## config.mk

```make
export PLATFORM = sky130hd
export DESIGN_NAME = uart9_wake
export DESIGN_NICKNAME = d
export VERILOG_FILES = /design/src/rtl/uart9_wake.sv
export SDC_FILE = /design/constraint.sdc
export NUM_CORES = 1
export LEC_CHECK = 0
export ABC_AREA = 0
export BUFFER_PORTS_ARGS = -buffer_cell sky130_fd_sc_hd__buf_2
export CAP_MARGIN = 0
export CELL_PAD_IN_SITES_DETAIL_PLACEMENT = 0
export CELL_PAD_IN_SITES_GLOBAL_PLACEMENT = 2
export CORE_MARGIN = 3
export CORE_UTILIZATION = 44
export CTS_CLUSTER_SIZE = 12
export DETAILED_ROUTE_END_ITERATION = 10
export PLACE_DENSITY = 0.9
export SLEW_MARGIN = 20
export SYNTH_ARGS = -nofsm -noshare
export SYNTH_HDL_FRONTEND = slang
export SYNTH_SLANG_ARGS = --single-unit
```

## constraint.sdc

```tcl
create_clock -name clk -period 2.8 [get_ports clk]
set_input_delay 0.28 -clock clk [delete_from_list [all_inputs] [get_ports clk]]
set_output_delay 0.28 -clock clk [all_outputs]
set_load 0.01 [all_outputs]
```

## src/rtl/uart9_wake.sv

```systemverilog
module uart9_wake #(
  parameter int BAUD_DIV = 4
) (
  input  logic       clk,
  input  logic       rst_n,
  input  logic       wr_en,
  input  logic       rd_en,
  input  logic [1:0] addr,
  input  logic [7:0] wdata,
  output logic [7:0] rdata,
  input  logic       rxd,
  output logic       txd,
  output logic       irq_tx,
  output logic       irq_rx
);

  localparam int OVS    = 16;
  localparam int DIV_W  = (BAUD_DIV > 1) ? $clog2(BAUD_DIV) : 1;
  localparam int IDLE_W = $clog2(11 * OVS + 1);
  localparam logic [IDLE_W-1:0] IDLE_LIM8 = IDLE_W'(10 * OVS);
  localparam logic [IDLE_W-1:0] IDLE_LIM9 = IDLE_W'(11 * OVS);
  localparam logic [1:0] A_DATA = 2'd0, A_FMT = 2'd1, A_CTRL = 2'd2, A_STAT = 2'd3;

  logic [DIV_W-1:0] div_q;
  logic             tick;

  logic tie, tcie, rie, ilie, te, re, rwu, sbk;
  logic t8, mode9, wake_addr, rx_b8;

  logic wr_data, wr_fmt, wr_ctrl, rd_data;

  logic [10:0] tx_sh;
  logic [7:0]  tdr;
  logic [3:0]  tx_ph, tx_cnt, tx_last;
  logic        tx_busy, tdre, tc;

  logic       rx_s1, rx_s;
  logic       rx_act, s7, s8, vote;
  logic [3:0] rx_ph, rx_bit, rx_last;
  logic [8:0] rx_sh;
  logic [7:0] rdr;
  logic       rdrf, idle_f;
  logic       rx_done, rx_accept, hw_wake;

  logic [IDLE_W-1:0] idle_q, idle_lim;
  logic              idle_evt;

  assign wr_data = wr_en && addr == A_DATA;
  assign wr_fmt  = wr_en && addr == A_FMT;
  assign wr_ctrl = wr_en && addr == A_CTRL;
  assign rd_data = rd_en && addr == A_DATA;

  assign tick = (div_q == DIV_W'(BAUD_DIV - 1));

  always_ff @(posedge clk or negedge rst_n)
    if (!rst_n) div_q <= '0;
    else        div_q <= tick ? '0 : div_q + 1'b1;

  assign hw_wake = rwu && ((rx_done && wake_addr && rx_sh[8]) ||
                           (idle_evt && !wake_addr));

  always_ff @(posedge clk or negedge rst_n)
    if (!rst_n) begin
      {tie, tcie, rie, ilie, te, re, rwu, sbk} <= 8'h00;
    end else if (wr_ctrl) begin
      {tie, tcie, rie, ilie, te, re, rwu, sbk} <= wdata;
    end else if (hw_wake) begin
      rwu <= 1'b0;
    end

  always_ff @(posedge clk or negedge rst_n)
    if (!rst_n) begin
      t8 <= 1'b0; mode9 <= 1'b0; wake_addr <= 1'b0;
    end else if (wr_fmt) begin
      t8 <= wdata[6]; mode9 <= wdata[4]; wake_addr <= wdata[3];
    end

  always_ff @(posedge clk or negedge rst_n)
    if (!rst_n)       tdr <= 8'h00;
    else if (wr_data) tdr <= wdata;

  assign tx_last = mode9 ? 4'd10 : 4'd9;

  always_ff @(posedge clk or negedge rst_n)
    if (!rst_n) begin
      tx_sh   <= '1;
      tx_busy <= 1'b0;
      tx_ph   <= '0;
      tx_cnt  <= '0;
      tdre    <= 1'b1;
      tc      <= 1'b1;
    end else begin
      if (!tx_busy) begin
        if (te && !tdre) begin
          tx_sh   <= {1'b1, mode9 ? t8 : 1'b1, tdr, 1'b0};
          tx_busy <= 1'b1;
          tx_ph   <= '0;
          tx_cnt  <= '0;
          tdre    <= 1'b1;
        end
      end else if (tick) begin
        tx_ph <= tx_ph + 1'b1;
        if (tx_ph == 4'd15) begin
          tx_sh <= {1'b1, tx_sh[10:1]};
          if (tx_cnt == tx_last) begin
            tx_busy <= 1'b0;
            tc      <= tdre;
          end else begin
            tx_cnt <= tx_cnt + 1'b1;
          end
        end
      end
      if (wr_data) begin
        tdre <= 1'b0;
        tc   <= 1'b0;
      end
    end

  assign txd = !sbk && (!tx_busy || tx_sh[0]);

  always_ff @(posedge clk or negedge rst_n)
    if (!rst_n) begin
      rx_s1 <= 1'b1;
      rx_s  <= 1'b1;
    end else begin
      rx_s1 <= rxd;
      rx_s  <= rx_s1;
    end

  assign vote    = (s7 & s8) | (s7 & rx_s) | (s8 & rx_s);
  assign rx_last = mode9 ? 4'd10 : 4'd9;
  assign rx_done = tick && rx_act && rx_ph == 4'd9 && rx_bit == rx_last;

  always_ff @(posedge clk or negedge rst_n)
    if (!rst_n) begin
      rx_act <= 1'b0;
      rx_ph  <= '0;
      rx_bit <= '0;
      s7     <= 1'b1;
      s8     <= 1'b1;
      rx_sh  <= '0;
    end else if (!re) begin
      rx_act <= 1'b0;
    end else if (tick) begin
      if (!rx_act) begin
        if (!rx_s) begin
          rx_act <= 1'b1;
          rx_ph  <= 4'd1;
          rx_bit <= '0;
        end
      end else begin
        rx_ph <= rx_ph + 1'b1;
        if (rx_ph == 4'd7) s7 <= rx_s;
        if (rx_ph == 4'd8) s8 <= rx_s;
        if (rx_ph == 4'd9) begin
          if (rx_bit == 4'd0) begin
            if (vote) rx_act <= 1'b0;
          end else if (rx_bit == rx_last) begin
            rx_act <= 1'b0;
          end else begin
            rx_sh <= {vote, rx_sh[8:1]};
          end
        end
        if (rx_ph == 4'd15) rx_bit <= rx_bit + 1'b1;
      end
    end

  assign rx_accept = rx_done && (!rwu || (wake_addr && rx_sh[8]));

  always_ff @(posedge clk or negedge rst_n)
    if (!rst_n) begin
      rdr   <= 8'h00;
      rx_b8 <= 1'b0;
    end else if (rx_accept) begin
      rdr   <= mode9 ? rx_sh[7:0] : rx_sh[8:1];
      rx_b8 <= mode9 & rx_sh[8];
    end

  assign idle_lim = mode9 ? IDLE_LIM9 : IDLE_LIM8;
  assign idle_evt = tick && re && rx_s && idle_q == idle_lim - 1'b1;

  always_ff @(posedge clk or negedge rst_n)
    if (!rst_n)    idle_q <= '1;
    else if (!re)  idle_q <= '1;
    else if (tick) begin
      if (!rx_s)                idle_q <= '0;
      else if (idle_q < idle_lim) idle_q <= idle_q + 1'b1;
    end

  always_ff @(posedge clk or negedge rst_n)
    if (!rst_n) begin
      rdrf   <= 1'b0;
      idle_f <= 1'b0;
    end else begin
      if (rd_data) begin
        rdrf   <= 1'b0;
        idle_f <= 1'b0;
      end
      if (rx_accept)          rdrf   <= 1'b1;
      if (idle_evt && !rwu)   idle_f <= 1'b1;
    end

  always_comb
    case (addr)
      A_DATA:  rdata = rdr;
      A_FMT:   rdata = {rx_b8, t8, 1'b0, mode9, wake_addr, 3'b000};
      A_CTRL:  rdata = {tie, tcie, rie, ilie, te, re, rwu, sbk};
      default: rdata = {tdre, tc, rdrf, idle_f, 4'b0000};
    endcase

  assign irq_tx = (tie & tdre) | (tcie & tc);
  assign irq_rx = (rie & rdrf) | (ilie & idle_f);

endmodule

```

After elaboration in Yosys (flattened, before gate mapping) --
Index checks and enable logic that the tools add are counted.
Word-level totals: register bits after elaboration 84, input port bits 15, output and inout bits 11, word-level logic and storage cells 174
Cells by class: add/sub/neg operators 7, order comparisons 1, eq/ne operators 19, multiplexer cells 52, bitwise gates (word level) 14, reduce and logical (&&, ||, !) cells 49
Operators by type and width (number):
- $mux W4 | 12
- $mux W11 | 4
- $mux W8 | 5
- $mux W1 | 27
- $pmux W8 S3 | 1
- $reduce_and A4 Y1 | 5
- $logic_and A1 B1 Y1 | 19
- $reduce_bool A2 Y1 | 9
- $add A4 B1 Y4 const B | 4
- $eq A4 B4 Y1 const B | 4
- $add A8 B1 Y8 const B | 1
- $and A1 B1 Y1 | 8
- $eq A4 B4 Y1 | 2
- $eq A8 B8 Y1 | 1
- $lt A8 B8 Y1 | 1
- $ne A2 B2 Y1 const B | 4
- $sub A8 B1 Y8 const B | 1
- $ne A2 B1 Y1 const B | 3
- $reduce_and A2 Y1 | 3
- $reduce_and A3 Y1 | 2
- $reduce_and A6 Y1 | 1
- $logic_not A1 Y1 | 5
- $mux W5 | 1
- $eq A2 B2 Y1 const B | 2
- other kinds (10) | 17

Depth between registers and ports, before layout --
Gate-level depths: netlist of the first run.
depth in word-level cells 10, gate-level depth with buffers 7, depth with buffers taken out 6

Least setup slack after synthesis of the first run --
OpenSTA, ideal clock, no wires.
kind register -> register, start register idle_q[4], end register rwu, library setup time 0.120 ns, data arrival time 1.769 ns, data required time 2.680 ns, slack 0.911 ns, stages on the path, launching flop included 7, path buffers 0, clock period less this slack 1.889 ns, cell sequence dfstp_2 > inv_1 > ha_1 > nand3b_1 > or4_1 > o21a_1 > a31o_2
Between the ends: cells in the longest elaborated chain, start to end 6
RTL lines:
- start: declaration | line 45 | logic [IDLE_W-1:0] idle_q, idle_lim;
- start signal: assignment | line 187 | else if (idle_q < idle_lim) idle_q <= idle_q + 1'b1;
- $eq A8 B8 Y1 | line 180 | assign idle_evt = tick && re && rx_s && idle_q == idle_lim - 1'b1;
- $logic_and A1 B1 Y1 | line 180
- $logic_and A1 B1 Y1 | line 60 | (idle_evt && !wake_addr));
- $logic_or A1 B1 Y1 | line 59 | assign hw_wake = rwu && ((rx_done && wake_addr && rx_sh[8]) ||
- $logic_and A1 B1 Y1 | line 59
- $reduce_bool A2 Y1 (no line)
- end signal: assignment | line 66 | {tie, tcie, rie, ilie, te, re, rwu, sbk} <= wdata;
- end: declaration | line 27 | logic tie, tcie, rie, ilie, te, re, rwu, sbk;
No other way between the ends. A chain may end at the register's enable or synchronous reset.

Worst setup path in the final report of the first run --
start register rx_ph[1], end register rx_sh[6]
Between the ends: cells in the longest elaborated chain, start to end 2
RTL lines:
- start: declaration | line 39 | logic [3:0] rx_ph, rx_bit, rx_last;
- start signal: assignment | line 152 | rx_ph <= rx_ph + 1'b1;
- $eq A4 B4 Y1 | line 155 | if (rx_ph == 4'd9) begin
- $reduce_and A6 Y1 (no line)
- end signal: assignment | line 161 | rx_sh <= {vote, rx_sh[8:1]};
- end: declaration | line 40 | logic [8:0] rx_sh;
No other way between the ends.

==> impl_metrics.toml, run 1 <==
[route]
vias = 2884
routedWlPerCell_um = 16.3
drt_pass1_iterations = 4
drc = 0
drt-total-wl_um = 8710
drtIter0Drc = 138
ant_nets = 0
vias_per_cell = 5.38

[timing]
hold_slack_ns = -0.0579
final_max_slew_viol_count = 0
hold_violations = 59
setup_viol = 0
finalClockSkew_ns = 0.0175
finalCritPeriodShare_pct = 72.2
clock.fmax_ghz = 0.495
period_needed_ns = 2.02
worst_pin_slew_ns = 0.732
grt_setup_unrepaired = "no"
tns_ns = 0
slew_headroom_pct = 51.2

[die]
rows = 35
core_area_um2 = 9280
die-height_um = 104
pin_count = 26
die_x_um = 104
initial_core_util_pct = 45.3
dieArea_um2 = 10800

[pwr]
intPower_uw = 2130
p_per_area_nw_per_um2 = 648
vdd_ir_drop_max_mv = 0.263
clockPowerShare_pct = 29.7
switching_share_pct = 29.8
leakage_uw = 0.00209
pwr-share-seq_pct = 53.3
combPwrFrac_pct = 17.0
power_switching_uw = 905

[layout]
nNetsFinal = 427
drive_above_1_share_pct = 29.0
multi_input_area_um2 = 1960
final_area_um2 = 4690
seqCellArea_um2 = 2110
num_antenna_cells = 0
fillers = 857
syn_to_final_growth_pct = 11.4

[setup_path]
worstPathArrival_ns = 2.28
cp-end-kind = "flop"
crit_family = "simple AND/OR/NAND/NOR gates"
worst_path_max_delay_cell = "or4_4"
cp_max_fo = 9
worst_setup_path_start_kind = "flop"
required_ns = 3.05
max_stage_delay_ns = 0.68
worstPathCellList = "inv_1, ha_1, nand4b_1, or4_4, mux2_4"
path_buf_inv = 1
path_class = "flop to flop"

[run_status]
violations = "negative hold slack"
outcome = "finished with violations"

[run]
drv_cap = 0

[clock_tree]
numCtsBuffers = 9
clkLatencyLatePin_ns = 0.37
ctsResizeCount = 0
h-tree-depth = 3
cts_hold_buffers = 1
root_buffer = "clkbuf_8"
cts_tree = "done"
path_clk_slew_ns = 0.09
cts_setup_buffers = 0
cts-root-to-sink-buffers = 2
clock-sinks = 83

[grt]
grt.total_usage_pct = 17.2
antenna_found_initial = 0
grt_pass1_vias = 2874
grt_max_degree = 84
met1_usage_pct = 24.4
gr-usage-met3_pct = 3.43
use_met2_pct = 25.9
grt_pass1_wl_um = 14700
busiest_layer = "met2"
overflow = 0

[synth]
synth_top_area_share_pct = 35.1
ys_ff_latch = 83
yosysWarnings = 0
synth_area_leaders = "dfrtp_1, dfstp_2, mux2i_1"
syn_avg_cell_area_um2 = 11.3
synth_cell_type_count = 57
synth-main-ff-cell = "dfrtp_1"
ys_top_cells_by_count = "dfrtp_1, nor2_1, nand2_1"
synthArstFlopShare_pct = 100
netlist_instances = 372
synth_top_area_cell = "dfrtp_1"
seq_area_frac_synth_pct = 50.1
syn-num-nets = 397
synth.cell_area_um2 = 4210
synth.most_common_cell = "dfrtp_1"
synth-edff-count = 0

[placement]
globalplace.congestion = 0.724
place_area_um2 = 4460
io_buffers = 25
post-dp-hpwl_um = 6110

[min_path]
min_path_type = "input pin to async pin"
==> cell families (layout without fill, tap and decap cells) <==
logic type	after synthesis	after routing	share of synthesized area [%]
xor+xnor	5	5	1.04
flops	83	83	50.1
simple gates	119	119	14.7
mux	57	57	16.2
fa+ha+maj	11	11	3.21
buf+inv	29	64	3.39
compound gates	68	68	11.4
==> final cells by class <==
type / count / area share [%]
Inverter: 14 / 1.12
Timing Repair Buffer: 34 / 4.30
Tap cell: 129 / 3.44
Multi-Input combinational cell: 260 / 41.7
Sequential cell: 83 / 45.0
Clock inverter: 7 / 1.79
Clock buffer: 9 / 2.64
==> flip-flops by register name, summed over array words and instances, names as in the netlist, 2 cells and up <==
signal  cells
rx_sh       9
rx_ph       4
tdr         8
rx_bit      4
tx_sh      10
tx_ph       4
tx_cnt      4
div_q       2
idle_q      8
rdr         8
==> routing by layer <==
metal / share of wire, % / wire, um
met4: 1.8 / 161
met5: 0 / 0
met1: 49 / 4290
met3: 2.6 / 226
met2: 46 / 4030
==> power groups by stage <==
stage | logic (uW) | clock network, uW | registers (uW)
floorplan | 401 | 0 | 1580
global placement | 504 | 0 | 1630
detailed placement | 518 | 0 | 1640
CTS | 526 | 933 | 1620
global route | 592 | 979 | 1650
finish | 515 | 902 | 1620
==> cells in the final DEF, fill, tap and decap left out, types with 6 or more instances in the layout <==
master    instances
mux2_4            9
nand3_1          14
dfstp_2          24
a21oi_1          22
ha_1             10
buf_2            24
mux2i_1          24
clkbuf_8          9
buf_4             8
inv_1            14
nor2b_1           6
nand2_1          26
nand3b_1          6
nor2_1           37
a22o_1            6
o21ai_0          16
mux2_2           21
dfrtp_1          59
==> through the flow <==
stage / utilization, % / power [uW] / setup slack (ns) / hold slack (ns) / cells
floorplan: - / 1980 / 0.911 / -0.0156 / 372
global placement: 48.1 / 2130 / 0.841 / 0.349 / 519
finish: 50.5 / 3040 / 0.779 / -0.0579 / 536
CTS: 50.4 / 3080 / 0.761 / 0.121 / 536
global route: 50.5 / 3220 / 0.653 / 0.00723 / 536
detailed placement: 48.1 / 2160 / 0.775 / 0.347 / 519
==> worst register-to-register path: stages (launching register included) <==
cell	delay, ns
dfrtp_1	0.42
inv_1	0.09
ha_1	0.14
nand4b_1	0.25
or4_4	0.68
mux2_4	0.34
==> final timing paths <==
path	slack (ns)	from	cells past startpoint	end
min	-0.06	rst_n	1	rdr[0]
max in group asynchronous	2.36	rst_n	1	rx_bit[0]
min reg2reg	0.36	rx_s1	0	rx_s
min in group clk	0.16	wdata[7]	2	tdr[7]
max	0.78	rx_ph[1]	5	rx_sh[6]
max reg2reg	0.78	rx_ph[1]	5	rx_sh[6]
(Power assumes the default switching activity.)
==> run 2, diff against run 1 <==
--- a/config.mk
+++ b/config.mk
@@ -5,16 +5,16 @@
 export SDC_FILE = /design/constraint.sdc
 export NUM_CORES = 1
 export LEC_CHECK = 0
-export ABC_AREA = 0
+export ABC_AREA = 1
 export BUFFER_PORTS_ARGS = -buffer_cell sky130_fd_sc_hd__buf_2
 export CAP_MARGIN = 0
 export CELL_PAD_IN_SITES_DETAIL_PLACEMENT = 0
 export CELL_PAD_IN_SITES_GLOBAL_PLACEMENT = 2
 export CORE_MARGIN = 3
-export CORE_UTILIZATION = 44
+export CORE_UTILIZATION = 33
 export CTS_CLUSTER_SIZE = 12
 export DETAILED_ROUTE_END_ITERATION = 10
-export PLACE_DENSITY = 0.9
+export PLACE_DENSITY = 0.81
 export SLEW_MARGIN = 20
 export SYNTH_ARGS = -nofsm -noshare
 export SYNTH_HDL_FRONTEND = slang
==> constraint.sdc (replaced) <==
create_clock -name clk -period 1.7 [get_ports clk]
set_input_delay 0.17 -clock clk [delete_from_list [all_inputs] [get_ports clk]]
set_output_delay 0.17 -clock clk [all_outputs]
set_load 0.01 [all_outputs]
==> impl_metrics.toml, run 2 <==
[layout]
reg_top3 = "tx_sh (10), rx_sh (9)"
syn_to_final_growth_pct = 18.0
largest_reg_flops = 10
instances_no_fill = 741
final_common_cell = "nand2_1"
regMostFlops = "tx_sh"
drive_above_1_share_pct = 20.9
layout_common_cells = "nand2_1, inv_1, dfrtp_1, o21ai_0, nor2_1"
num_antenna_cells = 0
nNetsFinal = 589

[timing]
final_max_slew_viol_count = 0
worst_pin_slew_ns = 0.439
grt_setup_unrepaired = "no"
tns_ns = 0
finalClockSkew_ns = 0.00783
slew_headroom_pct = 70.7
hold_violations = 0
finalCritPeriodShare_pct = 93.4
period_needed_ns = 1.59
setup_viol = 0
clock.fmax_ghz = 0.629

[synth]
synth_adder_area_share_pct = 2.90
seq_area_frac_synth_pct = 48.8
ys_ff_latch = 83
synth_top_family_by_area = "simple AND/OR/NAND/NOR gates"
synthMuxAreaShare_pct = 0
synth.cell_area_um2 = 4310
synth-edff-count = 0
synth.most_common_cell = "nand2_1"
syn_avg_cell_area_um2 = 8.23
netlist_instances = 524
syn-num-nets = 549
synth_top_area_cell = "dfrtp_1"
synth-main-ff-cell = "dfrtp_1"
yosysWarnings = 0
synthArstFlopShare_pct = 100
synth-compound-area-share_pct = 15.1
synth_cell_type_count = 35
synth_area_leaders = "dfrtp_1, dfstp_2, nand2_1"
synthSimpleGateAreaFrac_pct = 23.9
ys_top_cells_by_count = "nand2_1, inv_1, dfrtp_1"
synth_top_area_share_pct = 34.2
synth_xor_area_share_pct = 0.812

[clock_tree]
root_buffer = "clkbuf_16"
path_clk_slew_ns = 0.07
numCtsBuffers = 9
cts-root-to-sink-buffers = 2
clkLatencyLatePin_ns = 0.34
cts_tree = "done"
clock-sinks = 83
h-tree-depth = 3

[setup_path]
worst_setup_path_start_kind = "flop"
cp_max_fo = 4
worstPathArrival_ns = 1.42
cp-end-kind = "output port"
path_class = "flop to output port"
required_ns = 1.53

[route]
vias = 3465
drt-total-wl_um = 9800
routedWlPerCell_um = 13.2
drc = 0
drt_pass1_iterations = 4
vias_per_cell = 4.68
drtIter0Drc = 284
ant_nets = 0

[placement]
dp_cells = 720
globalplace.congestion = 0.763
io_buffers = 25
post-dp-hpwl_um = 7170

[grt]
overflow = 0
antenna_found_initial = 0
grt_pass1_vias = 3296
grt.total_usage_pct = 14.1
grt_pass1_wl_um = 16300
grt_max_degree = 30

[pwr]
pwr-share-seq_pct = 45.5
combPwrFrac_pct = 16.5
clockPowerShare_pct = 38.0
p_per_area_nw_per_um2 = 1120
power_switching_uw = 1600
intPower_uw = 4080
vdd_ir_drop_max_mv = 0.558
leakage_uw = 0.00243
switching_share_pct = 28.2

[die]
rows = 41
die-height_um = 120
pin_count = 26
die_x_um = 120
initial_core_util_pct = 33.9
dieArea_um2 = 14500
core_area_um2 = 12700

[run]
drv_cap = 0

[run_status]
outcome = "finished, final reports clean"

[min_path]
min_path_type = "input pin to flop"
==> run 2: cell types whose count changed in the layout (fill, tap and decap cells not counted), sizes merged, moves of 7 or more <==
| cell | before | now |
|---|---|---|
| mux2i | 24 | 0 |
| mux2 | 30 | 0 |
| nor2 | 37 | 48 |
| o21ai | 17 | 74 |
| nand3 | 14 | 38 |
| inv | 17 | 77 |
| nand2 | 26 | 143 |
| nand3b | 7 | 0 |
==> run 2: path summary, 6_finish.rpt <==
kind / from / endpoint / slack (ns) / cells past startpoint
setup / recovery: mode9 / rdata[4] / 0.11 / 4
hold reg to reg: rx_s1 / rx_s / 0.36 / 0
hold / removal: wdata[5] / tdr[5] / 0.07 / 3
max in group asynchronous: rst_n / tx_sh[0] / 0.80 / 3
min in group asynchronous: rst_n / tx_ph[0] / 0.33 / 2
setup reg to reg: idle_q[4] / rwu / 0.17 / 8
==> run 2: area by class of cell <==
class	instances	area, um2
clock buffer	9	225
clock inverter	7	105
fill	1369	7630
inverter	73	274
multi-input combinational	357	1870
sequential	83	2110
tap	172	215
timing repair buffer	40	295
==> run 2: critical path, stage by stage (launching register included) <==
cell       delay, ns
dfrtp_2         0.40
inv_1           0.11
buf_4           0.17
o2111ai_1       0.22
buf_2           0.17
==> run 2: cells by family (layout without fill, tap and decap cells) <==
family,after synthesis,after routing
buf+inv,85,129
flops,83,83
xor+xnor,4,4
simple gates,234,235
compound gates,108,108
fa+ha+maj,10,10
==> run 2: routing by layer <==
metal  share of wire (%)  GRT usage [%]
met1                  49           19.5
met2                  47           22.4
met3                 3.4           4.30
met4                0.42           2.34
met5                   0              0
==> run 2: per-stage QoR <==
stage	utilization [%]	area, um2	hold WS [ns]	power (uW)	setup WS (ns)
finish	40.0	5090	0.0656	5680	0.111
detailed placement	36.7	4670	0.146	3550	0.112
global route	40.0	5090	0.0765	6070	0.0126
CTS	39.5	5020	0.0499	5770	0.0455
floorplan	-	4310	-0.126	3220	0.335
global placement	36.7	4670	0.151	3520	0.160
==> run 2: power groups by stage <==
stage	clock [uW]	sequential, uW	combinational [uW]
floorplan	0	2550	667
global placement	0	2610	909
detailed placement	0	2620	929
CTS	2250	2590	937
global route	2330	2630	1110
finish	2160	2590	936
==> run 2: repair_timing <==
action,4_1_cts,5_1_grt
hold endpoints to repair,16,0
buffers inserted,0,2
resized for setup,1,3
hold buffers,2,0
setup endpoints to repair,1,14
cloned,0,1
pin swaps,0,1
==> run 3, diff against run 2 <==
--- a/config.mk
+++ b/config.mk
@@ -11,10 +11,11 @@
 export CELL_PAD_IN_SITES_DETAIL_PLACEMENT = 0
 export CELL_PAD_IN_SITES_GLOBAL_PLACEMENT = 2
 export CORE_MARGIN = 3
-export CORE_UTILIZATION = 33
+export CORE_UTILIZATION = 37
 export CTS_CLUSTER_SIZE = 12
 export DETAILED_ROUTE_END_ITERATION = 10
-export PLACE_DENSITY = 0.81
+export HOLD_SLACK_MARGIN = 0.1
+export PLACE_DENSITY = 0.85
 export SLEW_MARGIN = 20
 export SYNTH_ARGS = -nofsm -noshare
 export SYNTH_HDL_FRONTEND = slang
==> constraint.sdc (replaced) <==
create_clock -name clk -period 1.6 [get_ports clk]
set_input_delay 0.16 -clock clk [delete_from_list [all_inputs] [get_ports clk]]
set_output_delay 0.16 -clock clk [all_outputs]
set_load 0.01 [all_outputs]
==> impl_metrics.toml, run 3 (synthesis results as in run 2) <==
[setup_path]
worstPathArrival_ns = 1.77
r2r_setup_slack_ns = 0.1
cp_max_fo = 5
r2r_end = "rx_sh[0]"
rr_worst_depth = 7
cp-end-kind = "flop"
worst_path_max_delay_cell = "dfrtp_1"
worstPathCellList = "inv_2, ha_1, nand4_1, nor2_4, buf_4, nand3_4, o21ai_2"
crit-reg2reg-launch = "rx_ph[1]"
max_stage_delay_ns = 0.40
required_ns = 1.87
worst_setup_path_start_kind = "flop"
path_class = "flop to flop"

[clock_tree]
numCtsBuffers = 9
path_clk_slew_ns = 0.06
root_buffer = "clkbuf_16"
cts_tree = "done"
clock-sinks = 83
clkLatencyLatePin_ns = 0.34
h-tree-depth = 3
cts-root-to-sink-buffers = 2

[route]
routedWlPerCell_um = 14.2
ant_nets = 0
drt-total-wl_um = 10300
drt_pass1_iterations = 5
vias = 3529
vias_per_cell = 4.86
drc = 0
drtIter0Drc = 178

[min_path]
hold_end = "tdr[2]"
min_from = "wdata[2]"
worstHoldPathCells = 3
min_path_type = "input pin to flop"

[die]
die_x_um = 114
initial_core_util_pct = 38.8
dieArea_um2 = 13000
die-height_um = 114
pin_count = 26
rows = 38
core_area_um2 = 11100

[grt]
use_met2_pct = 24.7
busiest_layer = "met2"
antenna_found_initial = 0
met1_usage_pct = 23.7
grt_max_degree = 32
grt.total_usage_pct = 16.7
overflow = 0
gr-usage-met3_pct = 5.09
grt_pass1_vias = 3437
grt_pass1_wl_um = 17200

[layout]
fillers = 1136
num_antenna_cells = 0
largest_reg_flops = 10
nNetsFinal = 606
regMostFlops = "tx_sh"
final_common_cell = "nand2_1"
syn_to_final_growth_pct = 20.9
reg_top3 = "tx_sh (10), rx_sh (9)"
layout_common_cells = "nand2_1, inv_1, dfrtp_1, o21ai_0, nor2_1"
drive_above_1_share_pct = 24.6

[timing]
final.setup.worst_slack_ns = 0.0970
setup_viol = 0
slew_headroom_pct = 71.6
final_max_slew_viol_count = 0
clock.fmax_ghz = 0.665
worst_pin_slew_ns = 0.425
hold_slack_ns = 0.131
tns_ns = 0
hold_violations = 0
period_needed_ns = 1.50
finalClockSkew_ns = 0.0103
finalCritPeriodShare_pct = 93.9
grt_setup_unrepaired = "yes"

[placement]
post-dp-hpwl_um = 7250
place_ws_ns = 0.0625
globalplace.congestion = 0.793
io_buffers = 25

[run_status]
outcome = "finished, final reports clean"

[run]
drv_cap = 0

[pwr]
vdd_ir_drop_max_mv = 0.874
power_uw = 5890
leakage_uw = 0.00250
p_per_area_nw_per_um2 = 1130
-- run 3: cell types whose count changed in the layout (fill, tap and decap cells not counted), moves of 2 or more --
| cell | before | now |
|---|---|---|
| clkinv_4 | 0 | 2 |
| dlygate4sd3_1 | 2 | 8 |
| inv_6 | 3 | 1 |
| nor2_1 | 42 | 38 |
| nand3_4 | 2 | 4 |
| inv_2 | 4 | 9 |
| inv_1 | 69 | 64 |
| nand3_2 | 0 | 3 |
| nand3_1 | 36 | 33 |
| nor2_2 | 0 | 4 |
| buf_4 | 10 | 19 |
-- run 3: metal layers --
metal	share of wire (%)	vias to the layer above
met5	0	-
met4	1.2	0
met3	3.2	7
met2	45	37
met1	50	1672
li1	-	1813
-- run 3: stage by stage --
stage / utilization, % / instances / cell area [um2]
3_5_place_dp: 42.2 / 694 / 4690
3_3_place_gp: 42.2 / 694 / 4690
6_report: 46.9 / 726 / 5220
5_1_grt: 46.9 / 726 / 5220
2_1_floorplan: - / 524 / 4310
4_1_cts: 45.7 / 719 / 5080
-- run 3: how the worst max path moves through the flow --
stage	startpoint	to	slack (ns)	cells after the start
final	rx_ph[1]	rx_sh[0]	0.1	7
after detailed placement	rx_ph[1]	rx_sh[2]	0.06	7
after global routing	div_q[0]	tx_sh[2]	-0.002	7
after CTS	mode9	rdata[4]	0.002	4
after floorplan	rx_ph[1]	rx_sh[7]	0.23	8
after global placement	mode9	rx_sh[5]	0.1	7
-- run 3: final cells by class --
type	count	area (um2)	share of cell area, %
Clock buffer	11	243	4.65
Clock inverter	5	61.3	1.18
Inverter	73	274	5.25
Multi-Input combinational cell	359	1940	37.2
Sequential cell	83	2110	40.4
Tap cell	140	175	3.36
Timing Repair Buffer	55	414	7.94
-- run 3: worst max-delay path, delay by kind of cell, from the launching register on --
family,cells,cell delay [ns]
AOI/OAI and AO/OA,1,0.14
adders and majority gates,1,0.16
buffers and inverters,2,0.25
DFF,1,0.40
and+or+nand+nor,3,0.48
-- run 3: power by group --
| part | internal [uW] | leakage (uW) | switching, uW |
|---|---|---|---|
| Combinational | 440 | 0.00133 | 586 |
| Clock | 1260 | 0.000150 | 862 |
| Sequential | 2510 | 0.00102 | 224 |
| Total | 4210 | 0.00250 | 1670 |
-- run 3: timing repair --
item                                    in CTS  in global routing
cloned                                       0                  3
hold endpoints to repair                    38                  0
setup buffers                                1                  4
hold buffers                                 8                  0
pin swaps                                    0                  6
endpoints found under the setup margin       1                 30
resized for setup                            1                 22
